--- src/rtl/buserr_irq_pkg.sv ---
package buserr_irq_pkg;
  localparam int NSRC     = 4;
  localparam int DATA_W   = 32;
  localparam int STAT_LSB = 0;
  localparam int MASK_LSB = 8;
  localparam int CLR_LSB  = 16;
  localparam logic [NSRC-1:0] MASK_RST = {NSRC{1'b1}};
endpackage

--- src/rtl/bei_rst_sync.sv ---
module bei_rst_sync #(
  parameter int STAGES = 2
) (
  input  logic clk,
  input  logic rst_n,
  output logic rst_n_sync
);
  logic [STAGES-1:0] sync_q;
  logic [STAGES-1:0] sync_d;

  always_comb begin
    sync_d = {sync_q[STAGES-2:0], 1'b1};
  end

  always_ff @(posedge clk or negedge rst_n) begin
    if (!rst_n) sync_q <= '0;
    else        sync_q <= sync_d;
  end

  assign rst_n_sync = sync_q[STAGES-1];
endmodule

--- src/rtl/bei_flag_cell.sv ---
module bei_flag_cell (
  input  logic clk,
  input  logic rst_n,
  input  logic set_i,
  input  logic clr_i,
  output logic flag_o
);
  logic flag_q;
  logic flag_d;
  logic flag_en;

  // set dominates clear so an event arriving with a clear is kept
  always_comb begin
    flag_en = set_i | clr_i;
    flag_d  = set_i;
  end

  always_ff @(posedge clk or negedge rst_n) begin
    if (!rst_n)       flag_q <= 1'b0;
    else if (flag_en) flag_q <= flag_d;
  end

  assign flag_o = flag_q;
endmodule

--- src/rtl/bei_mask_reg.sv ---
module bei_mask_reg #(
  parameter int W = 4,
  parameter logic [W-1:0] RST_VAL = {W{1'b1}}
) (
  input  logic         clk,
  input  logic         rst_n,
  input  logic         we_i,
  input  logic [W-1:0] d_i,
  output logic [W-1:0] q_o
);
  logic [W-1:0] mask_q;

  always_ff @(posedge clk or negedge rst_n) begin
    if (!rst_n)    mask_q <= RST_VAL;
    else if (we_i) mask_q <= d_i;
  end

  assign q_o = mask_q;
endmodule

--- src/rtl/bei_irq_reg.sv ---
module bei_irq_reg #(
  parameter int W = 4
) (
  input  logic         clk,
  input  logic         rst_n,
  input  logic [W-1:0] stat_i,
  input  logic [W-1:0] mask_i,
  output logic         irq_o
);
  logic irq_q;
  logic irq_d;

  always_comb begin
    irq_d = |(stat_i & ~mask_i);
  end

  always_ff @(posedge clk or negedge rst_n) begin
    if (!rst_n) irq_q <= 1'b0;
    else        irq_q <= irq_d;
  end

  assign irq_o = irq_q;
endmodule

--- src/rtl/buserr_irq_ctl.sv ---
module buserr_irq_ctl
  import buserr_irq_pkg::*;
#(
  parameter int ADDR_W = 8,
  parameter logic [ADDR_W-1:0] REG_OFFSET = 8'h18
) (
  input  logic              clk,
  input  logic              rst_n,
  input  logic [ADDR_W-1:0] reg_addr,
  input  logic              reg_wr,
  input  logic [DATA_W-1:0] reg_wdata,
  output logic [DATA_W-1:0] reg_rdata,
  input  logic [NSRC-1:0]   evt_pulse,
  output logic              irq
);
  logic            rst_n_sync;
  logic            addr_hit;
  logic            wr_hit;
  logic [NSRC-1:0] clr_vec;
  logic [NSRC-1:0] status_q;
  logic [NSRC-1:0] mask_q;

  bei_rst_sync #(.STAGES(2)) u_rst_sync (
    .clk        (clk),
    .rst_n      (rst_n),
    .rst_n_sync (rst_n_sync)
  );

  always_comb begin
    addr_hit = (reg_addr == REG_OFFSET);
    wr_hit   = reg_wr & addr_hit;
    clr_vec  = wr_hit ? reg_wdata[CLR_LSB +: NSRC] : '0;
  end

  for (genvar g = 0; g < NSRC; g++) begin : g_src
    bei_flag_cell u_flag (
      .clk    (clk),
      .rst_n  (rst_n_sync),
      .set_i  (evt_pulse[g]),
      .clr_i  (clr_vec[g]),
      .flag_o (status_q[g])
    );
  end

  bei_mask_reg #(.W(NSRC), .RST_VAL(MASK_RST)) u_mask (
    .clk   (clk),
    .rst_n (rst_n_sync),
    .we_i  (wr_hit),
    .d_i   (reg_wdata[MASK_LSB +: NSRC]),
    .q_o   (mask_q)
  );

  bei_irq_reg #(.W(NSRC)) u_irq (
    .clk    (clk),
    .rst_n  (rst_n_sync),
    .stat_i (status_q),
    .mask_i (mask_q),
    .irq_o  (irq)
  );

  always_comb begin
    reg_rdata = '0;
    if (addr_hit) begin
      reg_rdata[STAT_LSB +: NSRC] = status_q;
      reg_rdata[MASK_LSB +: NSRC] = mask_q;
    end
  end
endmodule

--- config.mk ---
export PLATFORM = sky130hd
export DESIGN_NAME = buserr_irq_ctl
export DESIGN_NICKNAME = d
export VERILOG_FILES = /design/src/rtl/buserr_irq_pkg.sv /design/src/rtl/bei_rst_sync.sv /design/src/rtl/bei_flag_cell.sv /design/src/rtl/bei_mask_reg.sv /design/src/rtl/bei_irq_reg.sv /design/src/rtl/buserr_irq_ctl.sv
export SDC_FILE = /design/constraint.sdc
export NUM_CORES = 1
export LEC_CHECK = 0
export BUFFER_PORTS_ARGS = -buffer_cell sky130_fd_sc_hd__clkbuf_2
export CAP_MARGIN = 20
export CORE_UTILIZATION = 33
export DETAILED_ROUTE_END_ITERATION = 6
export PLACE_DENSITY = 0.76
export SLEW_MARGIN = 30
export SYNTH_ARGS = -nofsm -noshare
export SYNTH_HDL_FRONTEND = slang
export SYNTH_SLANG_ARGS = --single-unit
--- constraint.sdc ---
create_clock -name clk -period 0.9 [get_ports clk]
set_input_delay 0.045 -clock clk [delete_from_list [all_inputs] [get_ports clk]]
set_output_delay 0.045 -clock clk [all_outputs]
set_load 0.02 [all_outputs]
Yosys cells after proc, flatten, opt, wreduce, memory -nomap -nowiden
Cells that the tools add are included.
Widths: inputs -> output; s select.

storage, ports and cells
  flip-flop bits (word level) = 11
  bits of input ports = 47
  output and inout port bits = 33
  logic and storage cells = 19

cells by class
  equal/unequal tests = 1
  mux-type cells = 3
  bitwise operators = 7
  reduce and logical (&&, ||, !) cells = 1

operator list
  kind                count
  $mux 4              3
  $eq 8x5->1 const B  1
  $and 4x4->4         1
  $not 4->4           1
  $or 1x1->1          4
  $reduce_or 4->1     1
  $and 1x1->1         1

Longest topological paths before layout
Gate-level depths: netlist (run 1).

  word-level depth = 4
  depth in mapped cells = 4
  depth with buffers taken out = 3

Modules after synthesis
A second synthesis (run 1) with hierarchy kept.

unflattened totals
  cell total of the unflattened synthesis = 84
  area total of the unflattened synthesis = 815.8 sq um

by module, submodules not included
  module          instances  cells each  area an instance (sq um)  sequential area each (sq um)
  buserr_irq_ctl  1          55          404.1                     0.0
  bei_mask_reg    1          8           150.1                     105.1
  bei_flag_cell   4          3           36.3                      25.0
  bei_irq_reg     1          6           62.6                      25.0
  bei_rst_sync    1          3           53.8                      50.0

Worst setup path before layout (run 1)
No wires, ideal clock.

  path type = input-to-reg
  start = input reg_addr[7]
  end = register g_src[0].u_flag.flag_q
  setup time = 0.118 ns
  data arrival time = 0.843 ns
  data required time = 0.782 ns
  setup slack = -0.061 ns
  cell stages on the path = 4
  path buffers = 1
  cells stage by stage = nor4b_4 clkbuf_2 nand4_1 a21o_1

between the ends
  word-level cells in the longest chain between the ends = 4

RTL lines
  what                    RTL line              source
  start: declaration      buserr_irq_ctl.sv:9   input logic [ADDR_W-1:0] reg_addr,
  $eq 8x5->1              buserr_irq_ctl.sv:30  addr_hit = (reg_addr == REG_OFFSET);
  $and 1x1->1             buserr_irq_ctl.sv:31  wr_hit = reg_wr & addr_hit;
  $mux 4                  buserr_irq_ctl.sv:32  clr_vec = wr_hit ? reg_wdata[CLR_LSB +: NSRC] : '0;
  $or 1x1->1              bei_flag_cell.sv:14   flag_en = set_i | clr_i;
  end signal: assignment  bei_flag_cell.sv:20   else if (flag_en) flag_q <= flag_d;
  end: declaration        bei_flag_cell.sv:8    logic flag_q;

Every way passes these cells.
A chain may end at the register's enable or synchronous reset.

Final worst setup path (run 1)
  start = register u_mask.mask_q[2], in the netlist u_mask.q_o[2]
  end = output reg_rdata[10]

between the ends
  word-level cells in the longest chain between the ends = 1

RTL lines
  what                      RTL line              source
  start: declaration        bei_mask_reg.sv:11    logic [W-1:0] mask_q;
  start signal: assignment  bei_mask_reg.sv:15    else if (we_i) mask_q <= d_i;
  $mux 4                    buserr_irq_ctl.sv:63  if (addr_hit) begin
  end: declaration          buserr_irq_ctl.sv:12  output logic [DATA_W-1:0] reg_rdata,

Every way passes these cells.

==> out/qor.txt, run 1 <==
=================================================================================
Clock Skews                                                              2.067 ps
Routed vias/inst                                                            4.153
Nets@finish                                                                   171
Achievable clock frequency                                              878.7 MHz
Final-layout setup total negative slack                                  -1755 ps
Post-synth top flop                                                  sky130_fd_sc_hd__dfrtp_1
Async set-reset flop share out of synthesis                                100.0%
Clock period minus final worst setup slack                                1138 ps
Filler cell count                                                             167
Post-route DRC                                                                  0
Total iterations of the first detailed-routing run                              2
Initial drt markers                                                             7
Placement Rows                                                                 16
Synth area leaders                                                   sky130_fd_sc_hd__buf_4, sky130_fd_sc_hd__dfrtp_1, sky130_fd_sc_hd__dfstp_2
Number of buffers inserted during clock tree synthesis                          3
Number of top-level pins                                                       80
Critical R2R Capture                                                  u_irq.irq_o
Endpoint class of the critical path                                  primary output
Pin count of the biggest net entering global routing                           11
Slowest stage cell, crit path                                        sky130_fd_sc_hd__dfstp_2
Largest area contributor in the netlist                              sky130_fd_sc_hd__buf_4
Vert. Die Dim                                                            48.61 µm
Post-Synthesis Cell Area                                                716.9 µm²
Synthesized flop and latch total                                               11
Library cell used as clock root buffer                               sky130_fd_sc_hd__clkbuf_4
Origin of the worst setup path                                       u_mask.q_o[2]
Minimum setup slack among reg-to-reg paths                                -190 ps
Share of the clock period used by the worst path                           126.4%
CP Max Fanout                                                                   3
Antenna diodes                                                                  0
Top-count cell post-synth                                            sky130_fd_sc_hd__buf_4
Area share of the largest cell type after synthesis                        25.13%
Wirelength, routed                                                        1604 µm
Violated checks                                                      negative setup slack
Via count of the first global-routing pass                                    561
Hold/Removal Path Class                                                 in -> reg
PD cells                                                             927.5 mW/mm²
Die area                                                             0.002363 mm²
Deepest clock path buffer count                                                 2
Library cells used by synthesis                                                15
Number of levels in the clock H-tree                                            1
Final hold vios                                                                 0
Result of the run                                                    finished, violations left
Syn. warnings                                                                   0
Count of flip-flops with a built-in enable after synthesis                      0
Overall via count from detail_route                                           623
Worst Reg-to-Reg Cells                                                          4
Required time of the critical path                                         850 ps
Finished Core Util                                                         59.25%
Antenna-violating nets left                                                     0
Startpoint kind of the worst setup timing path                               flop
Count of clock tree sinks                                                      11
Max-cap violation count                                                         0
Smallest hold slack                                                      18.98 ps
GR Overflow Total                                                               0
Crit-path max cell delay                                                   540 ps
Number of antenna violations at the first check in global routing               0
Layout overhead on the synthesized area                                    65.45%
Critical Path Sink                                                   reg_rdata[10]
Routed wire per std cell                                                 10.69 µm
Worst-path clk slew                                                         70 ps
Final max-slew violation count                                                  0
Critical Path, Cell by Cell                                          and3_4 > buf_8
Clock latency on the worst-skew pair                                       260 ps
Setup ws final                                                          -238.0 ps
CTS tree                                                                     done
CP Data Arrival Time                                                      1090 ps
Combined global-route utilization of all metal layers                      13.14%
Share of cells above drive strength 1                                      59.35%
Routability-driven placement congestion ratio                              0.7753
Number of instances in the synthesized netlist                                 68
Cell type group with the largest total delay on the critical path      flip-flops
Number of port buffers                                                         31
Area used by multi-input combinational logic                            391.6 µm²
Number of buffer and inverter instances along the worst setup path              1
P_leak                                                               0.0005910 µW
Largest voltage drop on the vdd net                                     0.6850 mV
Total setup violations reported at the end of the flow                         16
CP Class                                                               reg -> out
DP Wirelength                                                             1141 µm
Wire length of the first global-routing pass                              2332 µm
Unrepaired setup endpoints after global routing                              true
Worst r2r src                                                        u_mask.q_o[2]
Sequential area share after synthesis                                      39.09%
Starting Density                                                           35.81%
Stages on the worst setup path                                                  2
List of most frequent post-synthesis cells                           sky130_fd_sc_hd__buf_4, sky130_fd_sc_hd__and3_1, sky130_fd_sc_hd__dfrtp_1
Placeable Area                                                       0.002002 mm²
Total area of sequential cells                                          280.3 µm²
Average footprint of a synthesized cell                                 10.54 µm²
DIE WIDTH                                                                48.61 µm
=================================================================================
[worst min path at each step]
| stage | endpoint | cells after the start | startpoint | slack [ps] |
|---|---|---|---|---|
| floorplan | u_rst_sync.sync_q[0] | 0 | rst_n | -250 |
| global placement | u_rst_sync.sync_q[0] | 1 | rst_n | -170 |
| detailed placement | u_rst_sync.sync_q[0] | 1 | rst_n | -160 |
| CTS | u_mask.q_o[2] | 2 | reg_wdata[10] | 1 |
| global route | u_mask.q_o[0] | 2 | reg_wdata[8] | 5 |
| finish | u_mask.q_o[2] | 2 | reg_wdata[10] | 20 |
[power by group]
group | switching, µW | internal (µW) | total [µW] | leakage [µW]
sequential | 13.9 | 515 | 528 | 0.000108
clock | 152 | 171 | 323 | 0.0000150
combinational | 145 | 104 | 249 | 0.000468
[cell usage in the layout (no fill, tap or decap), types with 5 or more instances in the layout]
cell type	Yosys	routed
sky130_fd_sc_hd__buf_8	0	7
sky130_fd_sc_hd__dlygate4sd3_1	0	6
sky130_fd_sc_hd__buf_6	0	5
sky130_fd_sc_hd__dfrtp_1	7	7
sky130_fd_sc_hd__buf_4	24	15
sky130_fd_sc_hd__conb_1	2	25
sky130_fd_sc_hd__clkbuf_2	1	21
sky130_fd_sc_hd__and3_4	0	8
[state kept, by name, summed over array words and instances (netlist names)]
signal / cells
g_src.u_flag.flag_o: 4
u_mask.q_o: 4
u_rst_sync.sync_q: 2
u_irq.irq_o: 1
[metrics by stage]
step	total power [µW]	area [µm²]	cells	worst slack, ps
6_report	1100	1186	150	-238.0
5_1_grt	1177	1186	150	-291.0
4_1_cts	1087	1059	145	-268.0
3_5_place_dp	716.6	824.5	126	-209.8
3_3_place_gp	712.8	824.5	126	-193.5
2_1_floorplan	725.0	803.3	91	-39.03
[per-layer routing]
metal / vias up / wire length, µm / track usage, %
met1: 286 / 608 / 13.50
met4: 0 / 0 / 7.353
met3: 0 / 134 / 3.774
li1: 295 / - / -
met2: 42 / 861 / 23.61
met5: - / 0 / 0
[timing repair]
action / CTS / global route
setup endpoints to repair: 9 / 16
pin swaps: 2 / 5
hold buffers: 6 / 0
gates resized for setup: 18 / 29
gates cloned: 0 / 1
setup buffers: 9 / 5
hold endpoints to repair: 7 / 0
[worst reg2reg max path, delay by kind of cell, from the launching register on]
kind            cells  cell delay, ps
flops               1             540
buf+inv             2             140
compound gates      2             290
[cell type report]
cell class,count,share of cell area [%]
clock buffers,4,2.215
inverters,4,1.266
well taps,27,2.848
multi-input cells,50,33.02
flip-flops and latches,11,23.63
repair buffers,54,37.03
[kinds of logic after synthesis]
logic type             share of synthesized area (%)
buffers and inverters                          28.62
AND/OR/NAND/NOR                                18.50
flip-flops                                     39.09
AO/OA/AOI/OAI                                  6.458
multiplexers                                   6.282
other                                          1.048
Note: power is estimated with default switching activity, not from simulation.
==> run 2, diff against run 1 <==
- clock period: 0.9 -> 1.1 ns (I/O delays scaled with it)
==> run 2 against run 1 <==
Effect of this change: flip-flop and latch count stayed put; count of clock-buffer cells in the layout stayed put; worst hold slack better by 54 ps; die area stayed put; combinational power is 29% lower; the run still ends with negative setup slack left; utilization is 7.8 points lower; clock power is 16% lower; via count is 5.9% lower; non-clock buffer count is 10 lower; cell count is 6.7% lower.
==> out/qor.txt, run 2 (synthesis gave the netlist of run 1 again) <==
================================================================================
Unrepaired setup endpoints after global routing                             true
Post-route DRC                                                                 0
Number of buffers inserted during clock tree synthesis                         3
Global Route met1 Usage                                                   14.37%
Worst min-delay path endpoint                                       g_src[2].u_flag.flag_o
Worst hold start                                                    reg_wdata[18]
Pin count of the biggest net entering global routing                          13
Number of antenna violations at the first check in global routing              0
Largest voltage drop on the vdd net                                    0.9334 mV
Achievable clock frequency                                             854.5 MHz
Wire length of the first global-routing pass                             2242 µm
Hold/Removal Path Class                                                in -> reg
Total iterations of the first detailed-routing run                             4
DP Wirelength                                                            1027 µm
CTS tree                                                                    done
Worst Reg-to-Reg Cells                                                         3
CP Max Fanout                                                                  3
Clock period minus final worst setup slack                               1170 ps
Critical Path, Cell by Cell                                         and3_4 > buf_8
PD cells                                                            855.8 mW/mm²
Die area                                                            0.002363 mm²
Nets@finish                                                                  161
Worst-path clk slew                                                        70 ps
GR Layer Usage met3                                                       1.887%
Result of the run                                                   finished, violations left
Routed vias/inst                                                           4.186
Routed wire per std cell                                                10.12 µm
Minimum setup slack among reg-to-reg paths                                 60 ps
Placement Rows                                                                16
Highest-utilization routing layer at the global route stage                 met2
Placeable Area                                                      0.002002 mm²
Clock latency on the worst-skew pair                                      270 ps
Starting Density                                                          35.81%
Number of port buffers                                                        31
Clock Skews                                                             3.258 ps
Required time of the critical path                                       1040 ps
Routability-driven placement congestion ratio                             0.7255
GR Overflow Total                                                              0
Number of top-level pins                                                      80
Violated checks                                                     negative setup slack
Antenna-violating nets left                                                    0
Antenna diodes                                                                 0
Share of the clock period used by the worst path                          106.4%
Layout overhead on the synthesized area                                   43.63%
Total setup violations reported at the end of the flow                         4
Worst r2r src                                                       u_mask.q_o[2]
Most used cells in the layout excluding fill and tap cells          sky130_fd_sc_hd__conb_1, sky130_fd_sc_hd__clkbuf_2, sky130_fd_sc_hd__dlygate4sd3_1, sky130_fd_sc_hd__dfrtp_1, sky130_fd_sc_hd__buf_4
Combined global-route utilization of all metal layers                     12.63%
CP Data Arrival Time                                                     1120 ps
Number of levels in the clock H-tree                                           1
CP Class                                                              reg -> out
DIE WIDTH                                                               48.61 µm
Smallest hold slack                                                     73.25 ps
Via count of the first global-routing pass                                   556
Wirelength, routed                                                       1417 µm
Count of clock tree sinks                                                     11
Startpoint kind of the worst setup timing path                              flop
Count of cells along the worst hold path                                       3
Endpoint class of the critical path                                 primary output
Final hold vios                                                                0
Initial drt markers                                                            5
Met2 track demand over resource                                           21.53%
Leading cell type in the layout, fill and taps excluded             sky130_fd_sc_hd__conb_1
P_leak                                                              0.0005242 µW
Library cell used as clock root buffer                              sky130_fd_sc_hd__clkbuf_4
Finished Core Util                                                        51.44%
Total design power                                                      881.3 µW
Overall via count from detail_route                                          586
Final max-slew violation count                                                 0
Critical R2R Capture                                                 u_irq.irq_o
Slowest stage cell, crit path                                       sky130_fd_sc_hd__dfstp_2
Setup ws final                                                         -70.27 ps
Deepest clock path buffer count                                                2
Share of cells above drive strength 1                                     43.36%
Max-cap violation count                                                        0
Crit-path max cell delay                                                  540 ps
Vert. Die Dim                                                           48.61 µm
================================================================================
run 2: changes by cell type in the layout (fill, tap and decap cells not counted), sizes merged:
cell,delta
buf,-15
dlygate4sd3,+3
clkbuf,+2
run 2: how the worst max path moves through the flow:
stage                             start                     end  cells after the start
after floorplan             reg_addr[7]  g_src[0].u_flag.flag_o                      4
after CTS                 u_mask.q_o[2]           reg_rdata[10]                      2
after detailed placement    reg_addr[7]  g_src[3].u_flag.flag_o                      5
final                     u_mask.q_o[2]           reg_rdata[10]                      2
after global routing      u_mask.q_o[2]           reg_rdata[10]                      2
after global placement      reg_addr[1]  g_src[3].u_flag.flag_o                      5
run 2: critical path, delay by kind of cell (launching register included):
kind	cells	cell delay, ps
flip-flops	1	540
AND/OR/NAND/NOR	1	190
buffers and inverters	1	110
run 2: per-layer routing:
| metal | up-vias | wire length (µm) |
|---|---|---|
| met5 | - | 0 |
| met4 | 0 | 36 |
| met3 | 4 | 123 |
| met2 | 45 | 683 |
| met1 | 265 | 574 |
| li1 | 272 | - |
run 2: final cells by class:
class                           count  area, µm²
Timing Repair Buffer               44      336.6
Sequential cell                    11      280.3
Inverter                            4      15.01
Clock buffer                        4      26.28
Multi-Input combinational cell     50      337.8
Fill cell                         190      972.2
Tap cell                           27      33.78
run 2: per-stage QoR:
step	instance area, µm²	std cells	worst slack, ps	TNS, ps
5_1_grt	1030	140	-110.9	-345.5
2_1_floorplan	803.3	91	129.3	0
6_report	1030	140	-70.27	-202.2
4_1_cts	991.0	139	-80.52	-304.3
3_5_place_dp	817.0	125	0.3105	0
3_3_place_gp	817.0	125	10.42	0
run 2: report_power, final:
| group | total (µW) | switching (µW) | internal (µW) |
|---|---|---|---|
| registers | 432 | 11.2 | 421 |
| clock network | 272 | 131 | 140 |
| logic | 177 | 110 | 67.2 |
| total | 881 | 253 | 629 |
run 2: timing repair:
item                                    in CTS  in global routing
buffers inserted                             1                  0
endpoints found under the hold margin       10                  0
hold buffers                                 9                  0
gates cloned                                 0                  1
resized for setup                           11                 17
endpoints found under the setup margin       4                  8
pin swaps                                    0                  1
